[src/rtl/te_gate_pkg.sv]
package te_gate_pkg;

  // Sync mode encodings carried in from the descriptor
  typedef enum logic [1:0] {
    SYNC_NONE = 2'd0,
    SYNC_RISE = 2'd1,
    SYNC_FALL = 2'd2,
    SYNC_RSVD = 2'd3
  } syncMode_e;

  typedef enum logic [1:0] {
    ST_IDLE  = 2'd0,
    ST_WAIT  = 2'd1,
    ST_DELAY = 2'd2
  } gateState_e;

  // Strobes from control to datapath
  typedef struct packed {
    logic loadCfg;   // capture mode, ratios and delay count
    logic armDelay;  // clear prescalers, load delay counter
    logic runDelay;  // prescalers and delay counter advance
  } gateStrobe_t;

endpackage

[src/rtl/te_gate_prescale.sv]
module te_gate_prescale #(
  parameter int RATIO_W = 3
) (
  input  logic               clk,
  input  logic               rstN,
  input  logic               clr,
  input  logic               en,
  input  logic [RATIO_W-1:0] ratio,
  output logic               atLimit
);
  localparam int CNT_W = (1 << RATIO_W);
  localparam logic [CNT_W-1:0] ONE = {{(CNT_W-1){1'b0}}, 1'b1};

  logic [CNT_W-1:0] cnt;
  logic [CNT_W-1:0] span;

  // terminal count is 2^ratio - 1
  assign span    = (ONE << ratio) - ONE;
  assign atLimit = (cnt == span);

  always_ff @(posedge clk or negedge rstN) begin
    if (!rstN) begin
      cnt <= '0;
    end else if (clr) begin
      cnt <= '0;
    end else if (en) begin
      cnt <= atLimit ? '0 : cnt + ONE;
    end
  end
endmodule

[src/rtl/te_gate_dp.sv]
module te_gate_dp
  import te_gate_pkg::*;
#(
  parameter int DELAY_W = 8,
  parameter int RATIO_W = 3,
  parameter int STAGES  = 2
) (
  input  logic                            clk,
  input  logic                            rstN,
  input  logic                            tePin,
  input  logic [1:0]                      syncSel,
  input  logic [STAGES-1:0][RATIO_W-1:0]  ratioIn,
  input  logic [DELAY_W-1:0]              delayUnits,
  input  gateStrobe_t                     strobe,
  output logic                            edgeHit,
  output logic                            delayIsZero,
  output logic                            delayDone,
  output logic [1:0]                      modeQ,
  output logic [DELAY_W-1:0]              delayQ
);
  localparam logic [DELAY_W-1:0] DLY_ONE = {{(DELAY_W-1){1'b0}}, 1'b1};

  logic teMeta, teSync, tePrev;
  logic riseSeen, fallSeen;
  logic [STAGES-1:0][RATIO_W-1:0] ratioQ;
  logic [STAGES-1:0] stageEn;
  logic [STAGES-1:0] atLimit;
  logic lastTick;
  logic [DELAY_W-1:0] remaining;

  // two-flop synchroniser plus one register for edge detection
  always_ff @(posedge clk or negedge rstN) begin
    if (!rstN) begin
      teMeta <= 1'b0;
      teSync <= 1'b0;
      tePrev <= 1'b0;
    end else begin
      teMeta <= tePin;
      teSync <= teMeta;
      tePrev <= teSync;
    end
  end

  assign riseSeen = teSync & ~tePrev;
  assign fallSeen = ~teSync & tePrev;
  assign edgeHit  = ((modeQ == SYNC_RISE) & riseSeen) |
                    ((modeQ == SYNC_FALL) & fallSeen);

  // per-transfer configuration capture
  always_ff @(posedge clk or negedge rstN) begin
    if (!rstN) begin
      modeQ  <= SYNC_NONE;
      ratioQ <= '0;
      delayQ <= '0;
    end else if (strobe.loadCfg) begin
      modeQ  <= syncSel;
      ratioQ <= ratioIn;
      delayQ <= delayUnits;
    end
  end

  assign delayIsZero = (delayQ == '0);

  // cascaded power-of-two prescaler
  for (genvar g = 0; g < STAGES; g++) begin : g_stage
    if (g == 0) begin : g_first
      assign stageEn[g] = strobe.runDelay;
    end else begin : g_next
      assign stageEn[g] = strobe.runDelay & (&atLimit[g-1:0]);
    end
    te_gate_prescale #(.RATIO_W(RATIO_W)) u_stage (
      .clk    (clk),
      .rstN   (rstN),
      .clr    (strobe.armDelay),
      .en     (stageEn[g]),
      .ratio  (ratioQ[g]),
      .atLimit(atLimit[g])
    );
  end

  assign lastTick  = strobe.runDelay & (&atLimit);
  assign delayDone = lastTick & (remaining == DLY_ONE);

  // delay counter in last-stage periods
  always_ff @(posedge clk or negedge rstN) begin
    if (!rstN) begin
      remaining <= '0;
    end else if (strobe.armDelay) begin
      remaining <= delayQ;
    end else if (lastTick) begin
      remaining <= remaining - DLY_ONE;
    end
  end
endmodule

[src/rtl/te_gate_ctrl.sv]
module te_gate_ctrl
  import te_gate_pkg::*;
(
  input  logic        clk,
  input  logic        rstN,
  input  logic        startReq,
  input  logic [1:0]  syncSel,
  input  logic        edgeHit,
  input  logic        delayIsZero,
  input  logic        delayDone,
  output gateStrobe_t strobe,
  output logic        grant,
  output logic        idleS,
  output logic        waitS
);
  gateState_e state, nextState;
  logic grantNext;

  always_comb begin
    strobe    = '0;
    nextState = state;
    grantNext = 1'b0;
    unique case (state)
      ST_IDLE: begin
        if (startReq) begin
          strobe.loadCfg = 1'b1;
          if (syncSel == SYNC_RISE || syncSel == SYNC_FALL) begin
            nextState = ST_WAIT;
          end else begin
            grantNext = 1'b1;
          end
        end
      end
      ST_WAIT: begin
        if (edgeHit) begin
          if (delayIsZero) begin
            grantNext = 1'b1;
            nextState = ST_IDLE;
          end else begin
            strobe.armDelay = 1'b1;
            nextState       = ST_DELAY;
          end
        end
      end
      ST_DELAY: begin
        strobe.runDelay = 1'b1;
        if (delayDone) begin
          grantNext = 1'b1;
          nextState = ST_IDLE;
        end
      end
      default: nextState = ST_IDLE;
    endcase
  end

  always_ff @(posedge clk or negedge rstN) begin
    if (!rstN) begin
      state <= ST_IDLE;
      grant <= 1'b0;
    end else begin
      state <= nextState;
      grant <= grantNext;
    end
  end

  assign idleS = (state == ST_IDLE);
  assign waitS = (state == ST_WAIT);
endmodule

[src/rtl/te_start_gate.sv]
module te_start_gate
  import te_gate_pkg::*;
#(
  parameter int DELAY_W = 8,
  parameter int RATIO_W = 3
) (
  input  logic               clk,
  input  logic               rstN,
  input  logic               tePin,
  input  logic               startReq,
  input  logic [1:0]         syncSel,
  input  logic [RATIO_W-1:0] ratioFast,
  input  logic [RATIO_W-1:0] ratioSlow,
  input  logic [DELAY_W-1:0] delayUnits,
  output logic               grant
);
  localparam int STAGES = 2;

  gateStrobe_t strobe;
  logic edgeHit, delayIsZero, delayDone;
  logic idleS, waitS;
  logic [1:0] modeQ;
  logic [DELAY_W-1:0] delayQ;
  logic [STAGES-1:0][RATIO_W-1:0] ratioIn;

  assign ratioIn = {ratioSlow, ratioFast};

  te_gate_ctrl u_ctrl (
    .clk        (clk),
    .rstN       (rstN),
    .startReq   (startReq),
    .syncSel    (syncSel),
    .edgeHit    (edgeHit),
    .delayIsZero(delayIsZero),
    .delayDone  (delayDone),
    .strobe     (strobe),
    .grant      (grant),
    .idleS      (idleS),
    .waitS      (waitS)
  );

  te_gate_dp #(
    .DELAY_W(DELAY_W),
    .RATIO_W(RATIO_W),
    .STAGES (STAGES)
  ) u_dp (
    .clk        (clk),
    .rstN       (rstN),
    .tePin      (tePin),
    .syncSel    (syncSel),
    .ratioIn    (ratioIn),
    .delayUnits (delayUnits),
    .strobe     (strobe),
    .edgeHit    (edgeHit),
    .delayIsZero(delayIsZero),
    .delayDone  (delayDone),
    .modeQ      (modeQ),
    .delayQ     (delayQ)
  );
endmodule

[config.mk]
export PLATFORM = sky130hd
export DESIGN_NAME = te_start_gate
export DESIGN_NICKNAME = d
export VERILOG_FILES = /design/src/rtl/te_gate_pkg.sv /design/src/rtl/te_gate_prescale.sv /design/src/rtl/te_gate_dp.sv /design/src/rtl/te_gate_ctrl.sv /design/src/rtl/te_start_gate.sv
export SDC_FILE = /design/constraint.sdc
export NUM_CORES = 1
export LEC_CHECK = 0
export BUFFER_PORTS_ARGS = -buffer_cell sky130_fd_sc_hd__buf_2
export CAP_MARGIN = 10
export CELL_PAD_IN_SITES_DETAIL_PLACEMENT = 1
export CELL_PAD_IN_SITES_GLOBAL_PLACEMENT = 1
export CORE_ASPECT_RATIO = 0.9
export CORE_MARGIN = 5
export CORE_UTILIZATION = 50
export DETAILED_ROUTE_END_ITERATION = 8
export PLACE_DENSITY = 0.95
export SYNTH_ARGS = -nofsm -noshare
export SYNTH_HDL_FRONTEND = slang
export SYNTH_SLANG_ARGS = --single-unit
[constraint.sdc]
create_clock -name clk -period 7.8 [get_ports clk]
set_input_delay 1.56 -clock clk [delete_from_list [all_inputs] [get_ports clk]]
set_output_delay 1.56 -clock clk [all_outputs]
set_load 0.005 [all_outputs]
==> metrics.cfg, run 1 <==
[clock_tree]
cts_setup_buffers = 0
cts_tree = done
cts_root_buffer = clkbuf_8
numCtsBuffers = 5
htreeDepth = 2
clk_latency_ps = 300
path_clk_slew_ps = 90
cts_resized = 0
cts.sink_count = 46
cts_hold_buffers = 0
clockBufferDepth = 2

[drt]
wirelength_mm = 6.46
wl_per_cell_um = 17.5
drc_errors = 0
num_vias = 2239
firstDrtPassIters = 4
drt_iter0_markers = 104
antenna_left = 0
via_per_inst = 6.07

[critical_path]
timing.rr.end = u_dp.remaining[5]$_DFFE_PN0P_
critPathBufInv = 0
cp-end-kind = register
path_cells = or3_1 -> ha_1 -> nand2b_1 -> o221ai_1 -> xor2_1 -> nor4_1 -> nand4_1 -> or3_1 -> a31o_1
cpMostUsedCell = or3_1
cp_max_fo = 15
path_class = reg -> reg
startpoint_type = register
crit_family = simple AND/OR/NAND/NOR gates
required_ps = 8000
worst_path_max_delay_cell = dfrtp_1
max_stage_delay_ps = 550
r2r_cells = 9
reg2reg_slack_ps = 4600
timing.rr.start = u_dp.ratioQ[5]$_DFFE_PN0P_
critPathArrivalTime_ps = 3400

[final_layout]
final_nets = 327
final_cells = 369
antenna_cells = 0
area_delta_synth_final_pct = 7.96
final_common_cell = dfrtp_1
final_cell_mix = 46 x dfrtp_1, 22 x nand2_1, 20 x buf_2
drive_gt1_share_pct = 17.2
fin_area_um2 = 2940

[worst_hold_path]
hp-class = reg -> reg
holdPathStages = 0
min_from = u_dp.teMeta$_DFF_PN0_
holdPathEnd = u_dp.teSync$_DFF_PN0_

[grt]
grt_pass1_vias = 2384
grt_max_degree = 47
antenna_found_initial = 0
grt_pass1_wl_mm = 11.3
gr-total-overflow = 0
grt_use_total_pct = 20.4

[sta]
final.setup.tns_ps = 0
tightest_slew_ps = 1080
hold_ws_ps = 367
slew_headroom_pct = 27.5
period_minus_slack_ps = 3200
drv_slew = 0
rsz0062_at_grt = false
setup_viol = 0
finalClockSkew_ps = 9.84
fin_crit_sh_pct = 41.0
hold_viol = 0
max_freq_ghz = 0.313

[placement]
dp_hpwl_mm = 4.66
dp.cells = 361
globalplace.congestion = 0.876
portBuffers = 20
placed_cell_area_um2 = 2840

[logic_synthesis]
syn-mean-instance-area_um2 = 9.44
yosysTopAreaCell = dfrtp_1
yosysWarnings = 0
syn_nets = 314
synth_area_um2 = 2720
synth-main-ff-cell = dfrtp_1
async_flop_share_pct = 100
ys_seq_area_share_pct = 42.3
synthesis.instances = 288
ys_types = 51
synth_edf_count = 0
ys_ff_latch = 46
ys_top_cells_by_area = dfrtp_1 42%, mux2_2 6.2%, nand2b_1 3.2%, nand2_1 3.0%, a21oi_1 2.9%
yosys.area.top_type_share_pct = 42.3

[die]
rows = 25
die_h_um = 80.0
dieArea_um2 = 7010
core_um2 = 5260
die_x_um = 87.7
pin_count = 21
start_util_pct = 51.7

[power]
peakVddDrop_mv = 0.187
leakagePower_uw = 0.00127
total_power_uw = 984
powerDensity_nw_per_um2 = 335

[run]
maxCapViolations = 0

[outcome]
status = completed

==> stage by stage <==
stage          util [%]  worst slack, ps
3_5_place_dp       54.1             4630
3_3_place_gp       54.1             4750
4_1_cts            55.9             4600
2_1_floorplan         -             4670
6_report           55.9             4600
5_1_grt            55.9             4350
==> synthesized netlist by cell type (8+ instances only) <==
| cell | instances |
|---|---|
| nand2_1 | 22 |
| xor2_1 | 9 |
| inv_1 | 8 |
| dfrtp_1 | 46 |
| nand2b_1 | 14 |
| nand3_1 | 14 |
| and3_1 | 9 |
| o21ai_0 | 12 |
| mux2_2 | 15 |
| nor2_1 | 17 |
| a21oi_1 | 16 |
==> registers in the layout, summed over array words and instances, names as in the netlist <==
signal and cells:
u_ctrl.grant 1, u_ctrl.state 2, u_dp.delayQ 8, u_dp.g_stage.u_stage.cnt 16, u_dp.modeQ 2, u_dp.ratioQ 6
u_dp.remaining 8, u_dp.teMeta 1, u_dp.tePrev 1, u_dp.teSync 1
==> per-layer routing <==
metal,GRT usage (%),routed length [um],vias up
met2,35.4,3230,53
met5,0,0,-
met1,25.4,2870,1108
met4,4.60,81,0
li1,-,-,1070
met3,5.06,278,8
==> layout make-up <==
class | instances | area (um2)
Fill cell | 629 | 2320
Tap cell | 67 | 83.8
Sequential cell | 46 | 1150
Inverter | 8 | 30.0
Clock buffer | 5 | 68.8
Multi-Input combinational cell | 219 | 1470
Clock inverter | 3 | 23.8
Timing Repair Buffer | 21 | 108
==> worst max path at each step <==
stage,from,endpoint,slack [ps],cells after the start
6_report,u_dp.ratioQ[5]$_DFFE_PN0P_,u_dp.remaining[5]$_DFFE_PN0P_,4600,9
4_1_cts,u_dp.ratioQ[2]$_DFFE_PN0P_,u_dp.g_stage[1].u_stage.cnt[0]$_DFFE_PN0P_,4600,9
5_1_grt,u_dp.ratioQ[5]$_DFFE_PN0P_,u_dp.remaining[5]$_DFFE_PN0P_,4350,9
3_3_place_gp,u_dp.ratioQ[5]$_DFFE_PN0P_,u_dp.g_stage[1].u_stage.cnt[0]$_DFFE_PN0P_,4750,9
2_1_floorplan,startReq,u_dp.delayQ[4]$_DFFE_PN0P_,4670,3
3_5_place_dp,u_dp.ratioQ[5]$_DFFE_PN0P_,u_dp.remaining[5]$_DFFE_PN0P_,4630,9
==> cell families (layout without fill, tap and decap cells) <==
group / Yosys count / in the layout / synth area share (%)
simple gates: 120 / 120 / 24.4
flops: 46 / 46 / 42.3
xor+xnor: 14 / 14 / 4.51
mux: 17 / 17 / 6.95
compound gates: 62 / 62 / 15.2
fa+ha+maj: 6 / 6 / 2.76
buf+inv: 23 / 37 / 3.77
==> where the power goes <==
| group | switching (uW) | internal, uW | total (uW) |
|---|---|---|---|
| sequential | 104 | 312 | 416 |
| combinational | 226 | 193 | 419 |
| clock | 84.4 | 64.1 | 149 |
No activity file was read; power rests on OpenSTA's default activity.
==> run 2: changes to the inputs <==
--- a/config.mk
+++ b/config.mk
@@ -11,9 +11,9 @@
 export CELL_PAD_IN_SITES_GLOBAL_PLACEMENT = 1
 export CORE_ASPECT_RATIO = 0.9
 export CORE_MARGIN = 5
-export CORE_UTILIZATION = 50
+export CORE_UTILIZATION = 46
 export DETAILED_ROUTE_END_ITERATION = 8
-export PLACE_DENSITY = 0.95
+export PLACE_DENSITY = 0.91
 export SYNTH_ARGS = -nofsm -noshare
 export SYNTH_HDL_FRONTEND = slang
 export SYNTH_SLANG_ARGS = --single-unit
==> constraint.sdc (replaced) <==
create_clock -name clk -period 3.3 [get_ports clk]
set_input_delay 0.66 -clock clk [delete_from_list [all_inputs] [get_ports clk]]
set_output_delay 0.66 -clock clk [all_outputs]
set_load 0.005 [all_outputs]
==> metrics.cfg, run 2 (synthesis results as in run 1) <==
[grt]
grt_max_degree = 47  ; unchanged
antenna_found_initial = 0  ; unchanged
grt_pass1_vias = 2333  ; -2.1%
grt_use_total_pct = 17.2  ; -3.2 points
gr-total-overflow = 0  ; unchanged
grt_pass1_wl_mm = 11.0  ; -3.1%

[critical_path]
critPathArrivalTime_ps = 3200  ; -200 ps
startpoint_type = register
cp_max_fo = 8  ; -7
required_ps = 3490  ; -4510 ps
worst_path_max_delay_cell = nor4_2
path_class = reg -> reg
path_cells = or3_1 -> ha_1 -> o41ai_1 -> a31oi_2 -> nor4_2 -> or4b_1 -> nor3_1 -> a211o_1
cp-end-kind = register
max_stage_delay_ps = 490  ; -60 ps

[final_layout]
final_cell_mix = 46 x dfrtp_1, 22 x nand2_1, 20 x buf_2
top_register = u_dp.g_stage.u_stage.cnt
largest_register_ffs = 16  ; unchanged
top_regs = u_dp.g_stage.u_stage.cnt: 16 flops, u_dp.delayQ: 8 flops, u_dp.remaining: 8 flops
fin_util_pct = 51.9  ; -3.9 points
area_delta_synth_final_pct = 9.34
fin_area_um2 = 2970  ; +1.3%
final_common_cell = dfrtp_1
final_nets = 331  ; +1.2%
drive_gt1_share_pct = 18.6  ; +1.4 points
antenna_cells = 0  ; unchanged

[drt]
drc_errors = 0  ; unchanged
drt_iter0_markers = 75  ; -28%
via_per_inst = 5.94  ; -2.2%
antenna_left = 0  ; unchanged
wl_per_cell_um = 17.1  ; -2.5%
firstDrtPassIters = 4  ; unchanged
num_vias = 2232  ; -0.31%
wirelength_mm = 6.42  ; -0.70%

[clock_tree]
cts_hold_buffers = 0  ; unchanged
cts_setup_buffers = 0  ; unchanged
cts_root_buffer = clkbuf_8
htreeDepth = 2  ; unchanged
cts.sink_count = 46  ; unchanged
path_clk_slew_ps = 90  ; about the same
clk_latency_ps = 300  ; about the same
clockBufferDepth = 2  ; unchanged
numCtsBuffers = 5  ; unchanged
cts_tree = done
cts_resized = 0  ; unchanged

[outcome]
status = completed

[sta]
final.setup.tns_ps = 0  ; unchanged
finalClockSkew_ps = 5.04  ; -4.80 ps
hold_viol = 0  ; unchanged
fin_ws_ps = 290  ; -4310 ps
drv_slew = 0  ; unchanged
hold_ws_ps = 375  ; +7.91 ps
fin_crit_sh_pct = 91.2  ; +50 points
slew_headroom_pct = 29.7  ; +2.2 points
setup_viol = 0  ; unchanged
max_freq_ghz = 0.332  ; +6.3%
tightest_slew_ps = 1050  ; -29.9 ps
period_minus_slack_ps = 3010  ; -189 ps
rsz0062_at_grt = false

[die]
dieArea_um2 = 7550  ; +7.6%
die_h_um = 82.9  ; +3.7%
pin_count = 21  ; unchanged
die_x_um = 91.0  ; +3.8%
core_um2 = 5730  ; +9.0%
rows = 26  ; +4.0%
start_util_pct = 47.5  ; -4.3 points

[placement]
globalplace.congestion = 0.867  ; -1.0%
portBuffers = 20  ; unchanged
placed_cell_area_um2 = 2880  ; +1.2%
place_ws_ps = 250  ; -4380 ps
dp_hpwl_mm = 4.68  ; +0.46%

[worst_hold_path]
hp-class = reg -> reg

[power]
peakVddDrop_mv = 0.417  ; +120%
powerDensity_nw_per_um2 = 793  ; +140%
leakagePower_uw = 0.00129  ; +1.9%

[run]
maxCapViolations = 0  ; unchanged

## run 2: layout make-up
class                      instances  area, um2
sequential                        46       1150
clock buffer                       6       72.6
clock inverter                     2       13.8
timing repair buffer              25        138
tap                               70       87.6
fill                             676       2750
inverter                           8       30.0
multi-input combinational        219       1480
## run 2: where the power goes
group          internal (uW)  switching, uW  total [uW]
Sequential               738            213         951
Clock                    150            205         355
Combinational            489            563        1050
## run 2: stage by stage
step	power, uW	instances
floorplan	1720	288
global placement	1920	368
detailed placement	2000	368
CTS	2350	376
global route	2530	376
finish	2360	376
## run 2: metal layers
metal | GRT usage, % | part of all wire, % | vias to the layer above
met3 | 3.35 | 3.3 | 10
met5 | 0 | 0 | -
met2 | 27.7 | 47 | 39
li1 | - | - | 1080
met4 | 5.47 | 1.6 | 0
met1 | 23.3 | 48 | 1103
## run 2: final timing paths
kind,startpoint,to,slack (ps),depth (start not counted)
max,u_dp.ratioQ[3]$_DFFE_PN0P_,u_dp.g_stage[1].u_stage.cnt[6]$_DFFE_PN0P_,290,8
min,u_dp.teMeta$_DFF_PN0_,u_dp.teSync$_DFF_PN0_,370,0
max reg2reg,u_dp.ratioQ[3]$_DFFE_PN0P_,u_dp.g_stage[1].u_stage.cnt[6]$_DFFE_PN0P_,290,8
min reg2reg,u_dp.teMeta$_DFF_PN0_,u_dp.teSync$_DFF_PN0_,370,0
max in group asynchronous,rstN,u_dp.g_stage[0].u_stage.cnt[0]$_DFFE_PN0P_,2120,1
min in group asynchronous,rstN,u_dp.delayQ[5]$_DFFE_PN0P_,540,1
## run 2: worst max-delay path: cells and delay by family, from the launching register on
kind	cells	cell delay, ps
simple gates	4	1280
compound gates	3	840
flops	1	460
fa+ha+maj	1	300
==> run 3: changes to the inputs <==
--- a/config.mk
+++ b/config.mk
@@ -14,6 +14,7 @@
 export CORE_UTILIZATION = 46
 export DETAILED_ROUTE_END_ITERATION = 8
 export PLACE_DENSITY = 0.91
+export RECOVER_POWER = 25
 export SYNTH_ARGS = -nofsm -noshare
 export SYNTH_HDL_FRONTEND = slang
 export SYNTH_SLANG_ARGS = --single-unit
==> metrics.cfg, run 3 (synthesis results as in run 1) <==
[die]
core_um2 = 5730  ; unchanged
die_h_um = 82.9  ; unchanged
die_x_um = 91.0  ; unchanged
start_util_pct = 47.5  ; unchanged
rows = 26  ; unchanged
pin_count = 21  ; unchanged
dieArea_um2 = 7550  ; unchanged

[power]
leakagePower_uw = 0.00128  ; -0.52%
peakVddDrop_mv = 0.418  ; +0.18%
powerDensity_nw_per_um2 = 793  ; about the same

[clock_tree]
cts_setup_buffers = 0  ; unchanged
cts_tree = done
cts_resized = 0  ; unchanged
clockBufferDepth = 2  ; unchanged
cts_root_buffer = clkbuf_8
cts_hold_buffers = 0  ; unchanged
numCtsBuffers = 5  ; unchanged
htreeDepth = 2  ; unchanged
path_clk_slew_ps = 90  ; about the same
cts.sink_count = 46  ; unchanged
clk_latency_ps = 300  ; about the same

[final_layout]
seqCellArea_um2 = 1150  ; unchanged
multi_input_area_um2 = 1480  ; unchanged
largest_register_ffs = 16  ; unchanged
final_nets = 331  ; unchanged
n_fill_cell = 678  ; +0.30%
antenna_cells = 0  ; unchanged
drive_gt1_share_pct = 18.0  ; -0.65 points
top_regs = u_dp.g_stage.u_stage.cnt: 16 flops, u_dp.delayQ: 8 flops, u_dp.remaining: 8 flops
final_common_cell = dfrtp_1
final_cells = 376  ; unchanged
fin_area_um2 = 2970  ; -0.17%
final_cell_mix = 46 x dfrtp_1, 22 x nand2_1, 19 x buf_2
top_register = u_dp.g_stage.u_stage.cnt
area_delta_synth_final_pct = 9.16

[sta]
hold_ws_ps = 378  ; +2.90 ps
max_freq_ghz = 0.330  ; -0.52%
hold_viol = 0  ; unchanged
setup_viol = 0  ; unchanged
fin_crit_sh_pct = 91.7  ; +0.48 points
fin_ws_ps = 274  ; -15.9 ps
tightest_slew_ps = 2510  ; +1460 ps
rsz0062_at_grt = false
period_minus_slack_ps = 3030  ; +15.9 ps
final.setup.tns_ps = 0  ; unchanged
finalClockSkew_ps = 4.12  ; -0.919 ps
slew_headroom_pct = -67.7  ; -97 points
drv_slew = 47  ; +47

[placement]
portBuffers = 20  ; unchanged
placed_cell_area_um2 = 2880  ; unchanged
dp_hpwl_mm = 4.68  ; unchanged
dp.cells = 368  ; unchanged
place_ws_ps = 250  ; unchanged
globalplace.congestion = 0.867  ; unchanged

[grt]
antenna_found_initial = 0  ; unchanged
grt_use_total_pct = 17.2  ; unchanged
grt_pass1_vias = 2333  ; unchanged
gr-total-overflow = 0  ; unchanged
grt_max_degree = 47  ; unchanged
grt_pass1_wl_mm = 11.0  ; unchanged

[critical_path]
critPathBufInv = 0  ; unchanged
path_cells = or3_1 -> ha_1 -> xor2_1 -> xnor2_1 -> nand3_1 -> nor2_1 -> nand4_1 -> or3_1 -> a31o_1
startpoint_type = register
worst_path_max_delay_cell = dfrtp_1
required_ps = 3500  ; about the same
cp-end-kind = register
cpMostUsedCell = or3_1
critPathArrivalTime_ps = 3230  ; +30 ps
path_class = reg -> reg
max_stage_delay_ps = 490  ; about the same
crit_family = simple AND/OR/NAND/NOR gates
cp_max_fo = 10  ; +2

[drt]
drt_iter0_markers = 73  ; -2.7%
wl_per_cell_um = 17.1  ; +0.23%
antenna_left = 0  ; unchanged
drc_errors = 0  ; unchanged
wirelength_mm = 6.43  ; +0.23%
via_per_inst = 5.95  ; +0.27%
num_vias = 2238  ; +0.27%
firstDrtPassIters = 4  ; unchanged

[worst_hold_path]
hp-class = reg -> reg

[outcome]
status = complete, but fails checks
violations = capacitance limit, slew limit

[run]
maxCapViolations = 1  ; +1

==> run 3: final timing paths <==
| check | from | endpoint | slack (ps) | cells past startpoint |
|---|---|---|---|---|
| min in group asynchronous | rstN | u_dp.delayQ[5]$_DFFE_PN0P_ | 1130 | 1 |
| hold / removal | u_dp.teMeta$_DFF_PN0_ | u_dp.teSync$_DFF_PN0_ | 380 | 0 |
| setup reg to reg | u_dp.ratioQ[2]$_DFFE_PN0P_ | u_dp.remaining[5]$_DFFE_PN0P_ | 270 | 9 |
| max in group asynchronous | rstN | u_dp.g_stage[0].u_stage.cnt[4]$_DFFE_PN0P_ | 760 | 1 |
| hold reg to reg | u_dp.teMeta$_DFF_PN0_ | u_dp.teSync$_DFF_PN0_ | 380 | 0 |
| setup / recovery | u_dp.ratioQ[2]$_DFFE_PN0P_ | u_dp.remaining[5]$_DFFE_PN0P_ | 270 | 9 |
==> run 3: power breakdown <==
part	internal, uW	switching [uW]
registers	738	214
clock network	150	204
logic	486	563
total	1370	980
==> run 3: cell type report <==
type | count | share of cell area (%)
multi-input cells | 219 | 49.9
flip-flops and latches | 46 | 38.8
repair buffers | 25 | 4.47
well taps | 70 | 2.95
clock buffers | 6 | 2.45
inverters | 8 | 1.01
clock inverters | 2 | 0.464
==> run 3: routing by layer <==
layer	up-vias	track usage, %	routed length [um]
met3	12	3.35	206
met1	1105	23.3	3070
met4	0	5.47	116
li1	1080	-	-
met2	41	27.7	3040
met5	-	0	0
==> run 3: per-stage QoR <==
stage / power [uW] / utilization (%)
after floorplan: 1720 / -
after global placement: 1920 / 50.2
after detailed placement: 2000 / 50.2
after CTS: 2350 / 51.7
after global routing: 2530 / 51.8
final: 2350 / 51.8
==> run 3: worst register-to-register path, delay by kind of cell, from the launching register on <==
family | cells | cell delay, ps
and+or+nand+nor | 5 | 1640
AOI/OAI and AO/OA | 1 | 220
DFF | 1 | 490
adders and majority gates | 1 | 260
xor gates and xnor gates | 2 | 310
